<file path="src/rtl/itmr_pkg.sv">
// Shared definitions for the interval timer: register offsets and the
// control word layout. Assumes a 3-bit word offset on the register port.
package itmr_pkg;

    localparam int ADDR_W = 3;

    localparam logic [ADDR_W-1:0] OFF_LOAD   = 3'd0;
    localparam logic [ADDR_W-1:0] OFF_VALUE  = 3'd1;
    localparam logic [ADDR_W-1:0] OFF_CTRL   = 3'd2;
    localparam logic [ADDR_W-1:0] OFF_ICLR   = 3'd3;
    localparam logic [ADDR_W-1:0] OFF_RAW    = 3'd4;
    localparam logic [ADDR_W-1:0] OFF_MASKED = 3'd5;
    localparam logic [ADDR_W-1:0] OFF_BGLOAD = 3'd6;

    localparam int CTRL_W = 8;
    localparam logic [CTRL_W-1:0] CTRL_RESET = 8'h20;

    // Control fields, stored apart from their bus positions.
    typedef struct packed {
        logic       run;      // bit 7
        logic       repeat_m; // bit 6
        logic       irq_en;   // bit 5
        logic [1:0] pre_sel;  // bits 3:2
        logic       wide;     // bit 1
        logic       single;   // bit 0
    } ctrl_t;

    function automatic ctrl_t ctrl_unpack(input logic [CTRL_W-1:0] b);
        ctrl_t c;
        c.run      = b[7];
        c.repeat_m = b[6];
        c.irq_en   = b[5];
        c.pre_sel  = b[3:2];
        c.wide     = b[1];
        c.single   = b[0];
        return c;
    endfunction

    function automatic logic [CTRL_W-1:0] ctrl_pack(input ctrl_t c);
        return {c.run, c.repeat_m, c.irq_en, 1'b0, c.pre_sel, c.wide, c.single};
    endfunction

endpackage

</file>
<file path="src/rtl/itmr_prescaler.sv">
// Tick prescaler. Counts tick_in strobes and emits a one-cycle step when
// the selected number of low bits of its phase counter are all ones.
// Assumes LOG_MID < LOG_HI; select values 0 and 3 pass every tick.
module itmr_prescaler #(
    parameter int LOG_MID = 4,
    parameter int LOG_HI  = 8
) (
    input  logic       clk,
    input  logic       rst_n,
    input  logic       run,
    input  logic       restart,
    input  logic       tick_in,
    input  logic [1:0] sel,
    output logic       step
);
    localparam logic [LOG_HI-1:0] MID_MASK = LOG_HI'((1 << LOG_MID) - 1);
    localparam logic [LOG_HI-1:0] HI_MASK  = {LOG_HI{1'b1}};

    logic [LOG_HI-1:0] phase_q;
    logic [LOG_HI-1:0] mask;

    // Pick the phase bits that must be all ones for a step.
    always_comb begin
        unique case (sel)
            2'd1:    mask = MID_MASK;
            2'd2:    mask = HI_MASK;
            default: mask = '0;
        endcase
    end

    assign step = run && tick_in && ((phase_q & mask) == mask);

    // Advance the phase on each tick; restart while stopped or on reprogram.
    always_ff @(posedge clk) begin
        if (!rst_n || restart || !run) begin
            phase_q <= '0;
        end else if (tick_in) begin
            phase_q <= phase_q + 1'b1;
        end
    end
endmodule

</file>
<file path="src/rtl/itmr_counter.sv">
// Down-counter with mode-dependent reload. Narrow mode keeps only the low
// NARROW_W bits in play. Expiry is a step that finds the count at 1 or 0.
// Assumes NARROW_W < DATA_W.
module itmr_counter #(
    parameter int DATA_W   = 32,
    parameter int NARROW_W = 16
) (
    input  logic              clk,
    input  logic              rst_n,
    input  logic              step,
    input  logic              load_now,
    input  logic [DATA_W-1:0] load_val,
    input  logic [DATA_W-1:0] limit_q,
    input  logic              wide,
    input  logic              repeat_m,
    input  logic              single,
    output logic [DATA_W-1:0] count_q,
    output logic [DATA_W-1:0] count_view,
    output logic              expire
);
    localparam logic [DATA_W-1:0] NARROW_MASK =
        {{(DATA_W-NARROW_W){1'b0}}, {NARROW_W{1'b1}}};
    localparam logic [DATA_W-1:0] ONE = DATA_W'(1);

    logic freerun;
    logic [DATA_W-1:0] load_fit;
    logic [DATA_W-1:0] reload_fit;

    // Trim a value to the active width.
    function automatic logic [DATA_W-1:0] fit(input logic [DATA_W-1:0] v,
                                              input logic w);
        return w ? v : (v & NARROW_MASK);
    endfunction

    // Decode mode and the values the counter may take next.
    always_comb begin
        freerun    = !repeat_m && !single;
        count_view = fit(count_q, wide);
        load_fit   = freerun ? fit('1, wide) : fit(load_val, wide);
        reload_fit = freerun ? fit('1, wide) : fit(limit_q, wide);
        expire     = step && (count_view <= ONE);
    end

    // Load, reload, hold at zero or decrement.
    always_ff @(posedge clk) begin
        if (!rst_n) begin
            count_q <= '0;
        end else if (load_now) begin
            count_q <= load_fit;
        end else if (expire) begin
            count_q <= single ? '0 : reload_fit;
        end else if (step) begin
            count_q <= count_view - ONE;
        end
    end
endmodule

</file>
<file path="src/rtl/itmr_regs.sv">
// Register file: control word, reload value and raw interrupt flag.
// Assumes single-cycle writes; an expiry outranks a clear in the same cycle.
module itmr_regs #(
    parameter int DATA_W = 32
) (
    input  logic                      clk,
    input  logic                      rst_n,
    input  logic                      wr_en,
    input  logic [itmr_pkg::ADDR_W-1:0] addr,
    input  logic [DATA_W-1:0]         wdata,
    input  logic                      expire,
    output itmr_pkg::ctrl_t           ctrl_q,
    output logic [DATA_W-1:0]         limit_q,
    output logic                      raw_q
);
    import itmr_pkg::*;

    logic wr_ctrl, wr_limit, wr_clear;

    // Decode the writes.
    always_comb begin
        wr_ctrl  = wr_en && (addr == OFF_CTRL);
        wr_limit = wr_en && ((addr == OFF_LOAD) || (addr == OFF_BGLOAD));
        wr_clear = wr_en && (addr == OFF_ICLR);
    end

    // Control word; a one-shot expiry drops the run bit unless rewritten.
    always_ff @(posedge clk) begin
        if (!rst_n) begin
            ctrl_q <= ctrl_unpack(CTRL_RESET);
        end else if (wr_ctrl) begin
            ctrl_q <= ctrl_unpack(wdata[CTRL_W-1:0]);
        end else if (expire && ctrl_q.single) begin
            ctrl_q.run <= 1'b0;
        end
    end

    // Reload value, shared by both load offsets.
    always_ff @(posedge clk) begin
        if (!rst_n) begin
            limit_q <= '0;
        end else if (wr_limit) begin
            limit_q <= wdata;
        end
    end

    // Raw interrupt flag: set wins over clear.
    always_ff @(posedge clk) begin
        if (!rst_n) begin
            raw_q <= 1'b0;
        end else if (expire) begin
            raw_q <= 1'b1;
        end else if (wr_clear) begin
            raw_q <= 1'b0;
        end
    end
endmodule

</file>
<file path="src/rtl/itmr_readmux.sv">
// Read data selection for the register port. Purely combinational;
// unmapped and write-only offsets read as zero.
module itmr_readmux #(
    parameter int DATA_W = 32
) (
    input  logic [itmr_pkg::ADDR_W-1:0] addr,
    input  itmr_pkg::ctrl_t           ctrl_q,
    input  logic [DATA_W-1:0]         limit_q,
    input  logic [DATA_W-1:0]         count_view,
    input  logic                      raw_q,
    output logic [DATA_W-1:0]         rdata
);
    import itmr_pkg::*;

    // Select the addressed word.
    always_comb begin
        unique case (addr)
            OFF_LOAD, OFF_BGLOAD: rdata = limit_q;
            OFF_VALUE:            rdata = count_view;
            OFF_CTRL:             rdata = DATA_W'(ctrl_pack(ctrl_q));
            OFF_RAW:              rdata = DATA_W'(raw_q);
            OFF_MASKED:           rdata = DATA_W'(raw_q && ctrl_q.irq_en);
            default:              rdata = '0;
        endcase
    end
endmodule

</file>
<file path="src/rtl/interval_timer.sv">
// Top of the programmable interval timer: register file, prescaler,
// counter and read mux. Assumes tick_in is a one-cycle strobe in clk.
module interval_timer #(
    parameter int DATA_W   = 32,
    parameter int NARROW_W = 16,
    parameter int PRE_MID  = 4,
    parameter int PRE_HI   = 8
) (
    input  logic              clk,
    input  logic              rst_n,
    input  logic              tick_in,
    input  logic              wr_en,
    input  logic [2:0]        addr,
    input  logic [DATA_W-1:0] wdata,
    output logic [DATA_W-1:0] rdata,
    output logic              irq
);
    import itmr_pkg::*;

    ctrl_t             ctrl_q;
    logic [DATA_W-1:0] limit_q;
    logic [DATA_W-1:0] count_q;
    logic [DATA_W-1:0] count_view;
    logic              raw_q;
    logic              step;
    logic              expire;
    logic              load_now;
    logic              ctrl_wr;
    logic [CTRL_W-1:0] ctrl_bits;

    // Write decodes that cross sub-blocks.
    always_comb begin
        load_now  = wr_en && (addr == OFF_LOAD);
        ctrl_wr   = wr_en && (addr == OFF_CTRL);
        ctrl_bits = ctrl_pack(ctrl_q);
    end

    itmr_regs #(.DATA_W(DATA_W)) u_regs (
        .clk     (clk),
        .rst_n   (rst_n),
        .wr_en   (wr_en),
        .addr    (addr),
        .wdata   (wdata),
        .expire  (expire),
        .ctrl_q  (ctrl_q),
        .limit_q (limit_q),
        .raw_q   (raw_q)
    );

    itmr_prescaler #(.LOG_MID(PRE_MID), .LOG_HI(PRE_HI)) u_pre (
        .clk     (clk),
        .rst_n   (rst_n),
        .run     (ctrl_q.run),
        .restart (ctrl_wr),
        .tick_in (tick_in),
        .sel     (ctrl_q.pre_sel),
        .step    (step)
    );

    itmr_counter #(.DATA_W(DATA_W), .NARROW_W(NARROW_W)) u_cnt (
        .clk        (clk),
        .rst_n      (rst_n),
        .step       (step),
        .load_now   (load_now),
        .load_val   (wdata),
        .limit_q    (limit_q),
        .wide       (ctrl_q.wide),
        .repeat_m   (ctrl_q.repeat_m),
        .single     (ctrl_q.single),
        .count_q    (count_q),
        .count_view (count_view),
        .expire     (expire)
    );

    itmr_readmux #(.DATA_W(DATA_W)) u_rd (
        .addr       (addr),
        .ctrl_q     (ctrl_q),
        .limit_q    (limit_q),
        .count_view (count_view),
        .raw_q      (raw_q),
        .rdata      (rdata)
    );

    // Interrupt line: raw flag gated by the enable.
    always_comb irq = raw_q && ctrl_q.irq_en;
endmodule

</file>
<file path="config.mk">
export PLATFORM = sky130hd
export DESIGN_NAME = interval_timer
export DESIGN_NICKNAME = d
export VERILOG_FILES = /design/src/rtl/itmr_pkg.sv /design/src/rtl/itmr_prescaler.sv /design/src/rtl/itmr_counter.sv /design/src/rtl/itmr_regs.sv /design/src/rtl/itmr_readmux.sv /design/src/rtl/interval_timer.sv
export SDC_FILE = /design/constraint.sdc
export NUM_CORES = 1
export LEC_CHECK = 0
export CORE_AREA = 2 2 101 103
export CTS_CLUSTER_DIAMETER = 60
export DETAILED_ROUTE_END_ITERATION = 7
export DIE_AREA = 0 0 103 105
export GPL_TIMING_DRIVEN = 0
export PLACE_DENSITY = 0.79
export REMOVE_ABC_BUFFERS = 1
export SLEW_MARGIN = 20
export SYNTH_ARGS = -nofsm -noshare
export SYNTH_HDL_FRONTEND = slang
export SYNTH_SLANG_ARGS = --single-unit
</file>
<file path="constraint.sdc">
create_clock -name clk -period 6.7 [get_ports clk]
set_clock_uncertainty 0.1 [all_clocks]
set_input_delay 1.34 -clock clk [delete_from_list [all_inputs] [get_ports clk]]
set_output_delay 1.34 -clock clk [all_outputs]
set_load 0.01 [all_outputs]
</file>
==> results of run 1 <==
-- power groups by stage --
stage / registers [uW] / clock network (uW) / logic [uW]
2_1_floorplan: 520 / 0 / 203
3_3_place_gp: 526 / 0 / 284
3_5_place_dp: 526 / 0 / 295
4_1_cts: 515 / 352 / 298
5_1_grt: 519 / 371 / 328
6_report: 516 / 350 / 303
-- per-layer routing --
metal  track usage  part of all wire  up-vias
met2         0.451              0.46      327
met3        0.0508             0.093       34
met5             0                 0        -
met4         0.112             0.019        0
li1              -                 -     2633
met1         0.412              0.43     2653
-- Yosys cell counts, drive strengths merged, types with 12 or more instances --
cell    number
clkbuf      49
nor2        34
o21ai       49
xor2        12
o32ai       15
o31ai       21
nand2      122
o211ai      12
a21oi       83
a22o        25
dfxtp       80
buf         16
nor3        28
a31oi       13
-- state kept, by name, indices dropped and copies added, names as in the netlist --
register and flops:
u_regs.ctrl_q 7, u_regs.raw_q 1, u_regs.limit_q 32, u_cnt.count_q 32
u_pre.phase_q 8
-- critical path, delay by kind of cell --
| family | cells | cell delay [ns] |
|---|---|---|
| buffers and inverters | 2 | 1.37 |
| AO/OA/AOI/OAI | 1 | 0.25 |
| AND/OR/NAND/NOR | 3 | 1.56 |
-- placed cells by master, fill, tap and decap left out, types with 8 or more instances in the layout --
cell type / instances
or3_1: 8
o31ai_2: 8
nand3_1: 10
clkbuf_8: 9
o21ai_1: 10
nor4_1: 9
clkdlybuf4s50_1: 71
xor2_1: 12
nand4_1: 8
a21oi_1: 83
nor2_1: 29
nand2_1: 121
o31ai_1: 13
xnor2_1: 11
a22o_1: 24
dfxtp_1: 79
nor3_1: 27
o21ai_0: 39
o211ai_1: 12
a22oi_1: 8
o32ai_1: 15
a31oi_1: 13
-- kinds of logic after synthesis --
logic type | share of synthesized area
xor+xnor | 0.0382
compound gates | 0.333
simple gates | 0.251
flops | 0.304
buf+inv | 0.0636
mux | 0.00190
fa+ha+maj | 0.00949
-- per-stage QoR --
step / instance area, sq um / total power (uW) / util
finish: 6140 / 1170 / 0.637
global route: 6140 / 1220 / 0.637
CTS: 6140 / 1160 / 0.637
detailed placement: 5960 / 821 / 0.618
global placement: 5840 / 810 / 0.606
floorplan: 4970 / 723 / -
-- area by class of cell --
class / count / area [sq um]
clock inverter: 7 / 61.3
timing repair buffer: 76 / 788
tap: 133 / 166
clock buffer: 9 / 124
fill: 905 / 3490
sequential: 80 / 1600
multi-input combinational: 548 / 3380
inverter: 7 / 26.3
-- worst paths after layout --
kind                      startpoint  depth (start not counted)                  to  slack [ns]
setup / recovery             addr[0]                          6           rdata[23]        0.72
hold / removal    u_regs.limit_q[14]                          2  u_regs.limit_q[14]        0.37
setup reg to reg    u_regs.ctrl_q[2]                          8   u_cnt.count_q[11]        3.19
hold reg to reg   u_regs.limit_q[14]                          2  u_regs.limit_q[14]        0.37
==> metrics, run 1 <==
sequential share of power 0.442; Max stage delay cell, worst path clkdlybuf4s50_1; crit path cell chain clkdlybuf4s50_1, nand2b_1, nor2_2, and2_1, a22o_2, clkdlybuf4s50_1; Sw Pwr 406 uW; Critical Path End Type output pin; H-Tree Depth 3; clock group share of total power 0.299; minimum clock period 5.98 ns; worst hold slack 0.375 ns; number of flops mapped to enable cells by yosys 0; buffer depth of the longest clock path 2; DR iter-0 viols 599; Slew HR 0.267; initial core utilization 0.547; post-synthesis sequential area ratio 0.304; Largest stage delay, worst path around 0.84 ns; ratio of cells with drive above 1 in the final layout 0.0908; Layout Nets 765; Post-synth ARST share 0; Tightest Pin Transition 1.10 ns; postcts setup bufs 0; critical path type primary input to output pin; Inserted Diodes 0; Placed Instances roughly 840; vias per cell 6.57; combinational power share 0.259; I/O pin total 72; Final Non-Filler Cells 860; VDD IR-drop max 92.0 uV; clock network latency to the later pin of the worst-skew pair 0.39 ns; fin worst setup slack 0.718 ns; initial antenna violation count 0; core area 9640 sq um; remaining routing DRC violations 0; vias in the first global route 5188; top_reg_cell synth dfxtp_1; most used cell, CP clkdlybuf4s50_1; largest area contributor in the netlist dfxtp_1; Worst EP arrival 4.54 ns; Die Y 105 um; YS warnings 0; Vias 5647; unrepaired setup endpoints after global routing no; DR pass1 iterations 5; Final Setup Violations 0; Hold WC Path Type register to register; Worst-path clk slew 0.09 ns; Overflow after GRT 0; switching part of the total power 0.347; Post-Route WL 15900 um; routed len/inst 18.5 um; largest net degree at the start of global routing 39; Area Overhead vs Synth 16.5%; Cell variety after synth 76; worst-path fanout max 17; synth top area cells dfxtp_1 (30%), nand2_1 (8.7%), a21oi_1 (7.9%); Final HPWL DP between 10000 and 15000 um; GP Congestion 0.892; Mapped Area ~5300 sq um; PortBufs 71; Critical Path Source Type primary input; final hold violations 0; global-route wire length before repair about 26000 um; die width 103 um; post-route ant nets 0; Max-cap violations 0; Int Pwr 764 uW; pwr dens 190 nW/um^2; Rows 36; die area 10800 sq um; TritonCTS clock tree done; buffer type at the clock tree root clkbuf_8; Fmax around 0.17 GHz; area share of the largest cell type after synthesis 0.304; Synth Instances 700; outcome complete, no violations; final worst path period share 0.893; cts repair resizes 0; hold_buf cts 0; Max Slew Vio Count 0; LEAKAGE 0.00205 uW; Num CTS Buffers 9; Sum Neg Setup Slack 0 ns; synthesized area per cell around 7.5 sq um; Sink Count 80; Overall Global Routing Usage 0.295; Place WS 0.786 ns; CP required between 5 and 6 ns; Seq cells post-synth 80
Note: power is estimated with default switching activity, not from simulation.
==> run 2: changes to the inputs <==
- CORE_AREA: 2 2 101 103 -> 2 2 118 120
- DIE_AREA: 0 0 103 105 -> 0 0 120 122
- PLACE_DENSITY: 0.79 -> default
==> metrics, run 2 (same netlist as run 1, synthesis figures left out) <==
r2r setup slk 3.47 ns (+0.28 ns); Layout Nets 766 (+0.13%); minimum clock period 6.02 ns (+0.0398 ns); final worst path period share 0.899 (+0.00594); unrepaired setup endpoints after global routing no; Tightest Pin Transition 1.13 ns (+0.0287 ns); buffer type at the clock tree root clkbuf_16; routed len/inst 19.2 um (+3.8%); initial antenna violation count 0 (unchanged); global-route wire length before repair 27400 um (+7.3%); Post-Route WL 17500 um (+9.6%); most used cell, CP clkdlybuf4s50_1; Vias 5544 (-1.8%); hold_buf cts 0 (unchanged); pwr dens 210 nW/um^2 (+10%); post-route ant nets 0 (unchanged); CP required 5.26 ns (about the same); Rows 43 (+19%); Top Registers u_cnt.count_q x32, u_regs.limit_q x32, u_pre.phase_q x8; commonest non-fill, non-tap cell in the layout nand2_1; Max Slew Vio Count 0 (unchanged); die width 120 um (+17%); min-delay src u_regs.limit_q[20]; buffer depth of the longest clock path 2 (unchanged); DR pass1 iterations 5 (unchanged); VDD IR-drop max 129 uV (+40%); worst reg2reg endpoint u_cnt.count_q[11]; worst-path fanout max 17 (unchanged); Final HPWL DP 11200 um (+8.6%); Largest stage delay, worst path 0.85 ns (about the same); Max stage delay cell, worst path clkdlybuf4s50_1; final hold violations 0 (unchanged); I/O pin total 72 (unchanged); crit path cell chain clkdlybuf4s50_1, nand2b_1, nor2_2, and2_1, a22o_1, clkdlybuf4s50_1; core area 13500 sq um (+40%); vias per cell 6.11 (-7.0%); H-Tree Depth 3 (unchanged); DR iter-0 viols 459 (-23%); Max-cap violations 0 (unchanged); Worst EP arrival 4.58 ns (+0.04 ns); total power draw 1330 uW (+14%); postcts setup bufs 0 (unchanged); Overflow after GRT 0 (unchanged); remaining routing DRC violations 0 (unchanged); most frequent cells in the layout nand2_1 (121), a21oi_1 (83), dfxtp_1 (79); clock network latency to the later pin of the worst-skew pair 0.35 ns (-0.04 ns); TritonCTS clock tree done; Overall Global Routing Usage 0.237 (-0.0586); Worst-path clk slew 0.06 ns (-0.03 ns); Critical Path Source Type primary input; Fmax 0.166 GHz (-0.66%); Area Overhead vs Synth 20.1%; initial core utilization 0.391 (-0.157); Die Y 122 um (+16%); filler cell count 1302 (+44%); worst hold slack 0.375 ns (+0.000664 ns); Hold WC Path Type register to register; R2R cell count 6 (-2); depth of the worst hold-timing path 2 (unchanged); critical path type primary input to output pin; Sink Count 80 (unchanged); outcome complete, no violations; GP Congestion 0.848 (-4.9%); Hold Path End u_regs.limit_q[20]; vias in the first global route 5238 (+0.96%); Slew HR 0.247 (-0.0192); LEAKAGE 0.00211 uW (+3.0%); PortBufs 71 (unchanged); Num CTS Buffers 9 (unchanged); worst reg2reg path startpoint u_cnt.count_q[23]; Critical Path End Type output pin; largest net degree at the start of global routing 66 (+69%); cts repair resizes 0 (unchanged); die area 14600 sq um (+35%); Inserted Diodes 0 (unchanged); ratio of cells with drive above 1 in the final layout 0.0907 (-0.000125); Final Setup Violations 0 (unchanged)
run 2: per-stage QoR:
stage / TNS [ns] / utilization / area (sq um) / instances / worst slack, ns
floorplan: 0 / - / 4970 / 635 / 1.65
global placement: -24.11 / 0.437 / 5900 / 886 / -1.33
detailed placement: 0 / 0.447 / 6040 / 892 / 0.715
CTS: 0 / 0.469 / 6340 / 908 / 0.711
global route: 0 / 0.469 / 6340 / 908 / 0.528
finish: 0 / 0.469 / 6340 / 908 / 0.678
run 2: worst max-delay path by stage:
stage	depth (start not counted)	to	startpoint	slack, ns
CTS	6	rdata[31]	addr[0]	0.71
detailed placement	6	rdata[31]	addr[0]	0.71
floorplan	5	u_cnt.count_q[14]	addr[0]	1.65
global route	6	rdata[31]	addr[0]	0.53
global placement	6	u_cnt.count_q[14]	addr[0]	-1.33
finish	6	rdata[31]	addr[0]	0.68
run 2: final cells by class:
type / count / area [sq um] / share of cell area
clock inverter: 6 / 67.6 / 0.0107
multi-input combinational: 548 / 3380 / 0.533
clock buffer: 10 / 229 / 0.0361
timing repair buffer: 77 / 807 / 0.127
tap: 180 / 225 / 0.0355
sequential: 80 / 1600 / 0.253
inverter: 7 / 28.8 / 0.00454
run 2: where the power goes:
part	internal (uW)	total, uW	leakage [uW]	switching, uW
Sequential	492	517	0.000650	24.9
Clock	290	508	0.000139	218
Combinational	131	306	0.00132	175
run 2: routing by layer:
layer / vias up / GRT usage / wire [um]
li1: 2640 / - / -
met1: 2658 / 0.315 / 7840
met2: 229 / 0.391 / 8110
met3: 17 / 0.0398 / 1260
met4: 0 / 0.0757 / 240
met5: - / 0 / 0
run 2: critical path: cells and delay by family:
kind                   cells  cell delay (ns)
buffers and inverters      2             1.39
and+or+nand+nor            3             1.58
AOI/OAI and AO/OA          1             0.26
==> run 3: changes to the inputs <==
- CORE_AREA: 2 2 118 120 -> 10 10 126 128
- DIE_AREA: 0 0 120 122 -> 0 0 136 138
==> metrics, run 3 (same netlist as run 1, synthesis figures left out) <==
hold_buf cts 0 (unchanged); routed len/inst 19.6 um (+1.9%); Rows 43 (unchanged); Overall Global Routing Usage 0.184 (-0.0529); Sum Neg Setup Slack 0 ns (unchanged); Max Slew Vio Count 0 (unchanged); Critical Path End Type output pin; outcome complete, no violations; Post-Route WL 17800 um (+2.0%); initial antenna violation count 0 (unchanged); remaining routing DRC violations 0 (unchanged); ratio of cells with drive above 1 in the final layout 0.0905 (-0.000124); switching part of the total power 0.301 (-0.0130); buffer depth of the longest clock path 2 (unchanged); Num CTS Buffers 9 (unchanged); minimum clock period 6.04 ns (+0.0178 ns); filler cell count 1321 (+1.5%); PortBufs 71 (unchanged); Hold WC Path Type register to register; Inserted Diodes 0 (unchanged); VDD IR-drop max 136 uV (+5.3%); Worst-path clk slew 0.06 ns (about the same); worst reg2reg path startpoint u_cnt.count_q[23]; critical path type primary input to output pin; vias in the first global route 5273 (+0.67%); final hold violations 0 (unchanged); Sink Count 80 (unchanged); I/O pin total 72 (unchanged); clock network latency to the later pin of the worst-skew pair 0.35 ns (about the same); combinational power share 0.226 (-0.004); core area 13500 sq um (unchanged); R2R cell count 6 (unchanged); Slew HR 0.286 (+0.0383); LEAKAGE 0.00213 uW (+1.0%); GP Congestion 0.852 (+0.51%); Worst EP arrival 4.60 ns (+0.02 ns); largest net degree at the start of global routing 66 (unchanged); Tightest Pin Transition 1.07 ns (-0.0573 ns); Top Registers u_cnt.count_q x32, u_regs.limit_q x32, u_pre.phase_q x8; Final HPWL DP 11900 um (+6.6%); Overflow after GRT 0 (unchanged); CP required 5.26 ns (about the same); Sw Pwr 410 uW (-1.9%); Max-cap violations 0 (unchanged); DR pass1 iterations 5 (unchanged); clock group share of total power 0.394 (+0.012); pwr dens 214 nW/um^2 (+1.7%); Final Setup Violations 0 (unchanged); Final Util 0.472 (+0.00306); Die Y 138 um (+13%); Hold Path End u_regs.limit_q[11]; most frequent cells in the layout nand2_1 (121), a21oi_1 (83), dfxtp_1 (79); Layout Nets 767 (+0.13%); r2r setup slk 3.48 ns (about the same); postcts setup bufs 0 (unchanged); Int Pwr 952 uW (+4.3%); Critical Path Source Type primary input; Area Overhead vs Synth 20.9%; vias per cell 6.08 (-0.40%); worst reg2reg endpoint u_cnt.count_q[14]; global-route wire length before repair 28400 um (+3.6%); DR iter-0 viols 531 (+16%); depth of the worst hold-timing path 2 (unchanged); final worst path period share 0.901 (+0.00266); cts repair resizes 0 (unchanged); die area 18800 sq um (+28%); Vias 5528 (-0.29%); TritonCTS clock tree done; buffer type at the clock tree root clkbuf_16; unrepaired setup endpoints after global routing no; sequential share of power 0.379 (-0.010); commonest non-fill, non-tap cell in the layout nand2_1; H-Tree Depth 3 (unchanged); Fmax 0.166 GHz (-0.30%); min-delay src u_regs.limit_q[11]; post-route ant nets 0 (unchanged); die width 136 um (+13%); initial core utilization 0.391 (unchanged); worst-path fanout max 17 (unchanged)
run 3: cell types whose count changed in the layout (fill, tap and decap cells not counted), sizes merged:
cell      previous run  this run
buf                  6         7
bufinv               1         2
clkbuf              10        11
clkinvlp             2         1
inv                  8         7
run 3: worst max-delay path, cell delays in order:
cell	delay (ns)
clkdlybuf4s50_1	0.84
nand2b_1	0.19
nor2_2	0.67
and2_1	0.75
a22o_1	0.25
clkdlybuf4s50_1	0.54
run 3: layer usage:
metal	vias to the layer above	track usage	routed length [um]
li1	2634	-	-
met1	2664	0.250	8150
met2	200	0.288	8160
met3	30	0.0275	1180
met4	0	0.0617	322
met5	-	0	0
run 3: power by group through the flow:
stage	Clock (uW)	Combinational [uW]	Sequential, uW
2_1_floorplan	0	203	520
3_3_place_gp	0	291	527
3_5_place_dp	0	302	527
4_1_cts	541	306	516
5_1_grt	559	337	519
6_report	537	308	517
run 3: through the flow:
stage | hold slack [ns] | std cells | power [uW] | instance area, sq um | worst slack, ns
floorplan | 0.344 | 635 | 723 | 4970 | 1.65
global placement | 0.354 | 886 | 817 | 5900 | -1.17
detailed placement | 0.360 | 893 | 829 | 6060 | 0.703
CTS | 0.370 | 909 | 1360 | 6380 | 0.714
global route | 0.386 | 909 | 1420 | 6380 | 0.524
finish | 0.370 | 909 | 1360 | 6380 | 0.661
run 3: final cells by class:
class	count	area (sq um)	share of cell area
Clock buffer	11	233	0.0365
Clock inverter	5	81.3	0.0128
Inverter	7	28.8	0.00451
Multi-Input combinational cell	548	3380	0.529
Sequential cell	80	1600	0.251
Tap cell	180	225	0.0353
Timing Repair Buffer	78	831	0.130
run 3: worst max-delay path by stage:
stage,slack (ns),start,depth (start not counted),endpoint
3_3_place_gp,-1.17,addr[0],6,u_cnt.count_q[14]
3_5_place_dp,0.70,addr[0],6,rdata[30]
4_1_cts,0.71,addr[0],6,rdata[30]
2_1_floorplan,1.65,addr[0],5,u_cnt.count_q[14]
5_1_grt,0.52,addr[0],6,rdata[17]
6_report,0.66,addr[0],6,rdata[18]
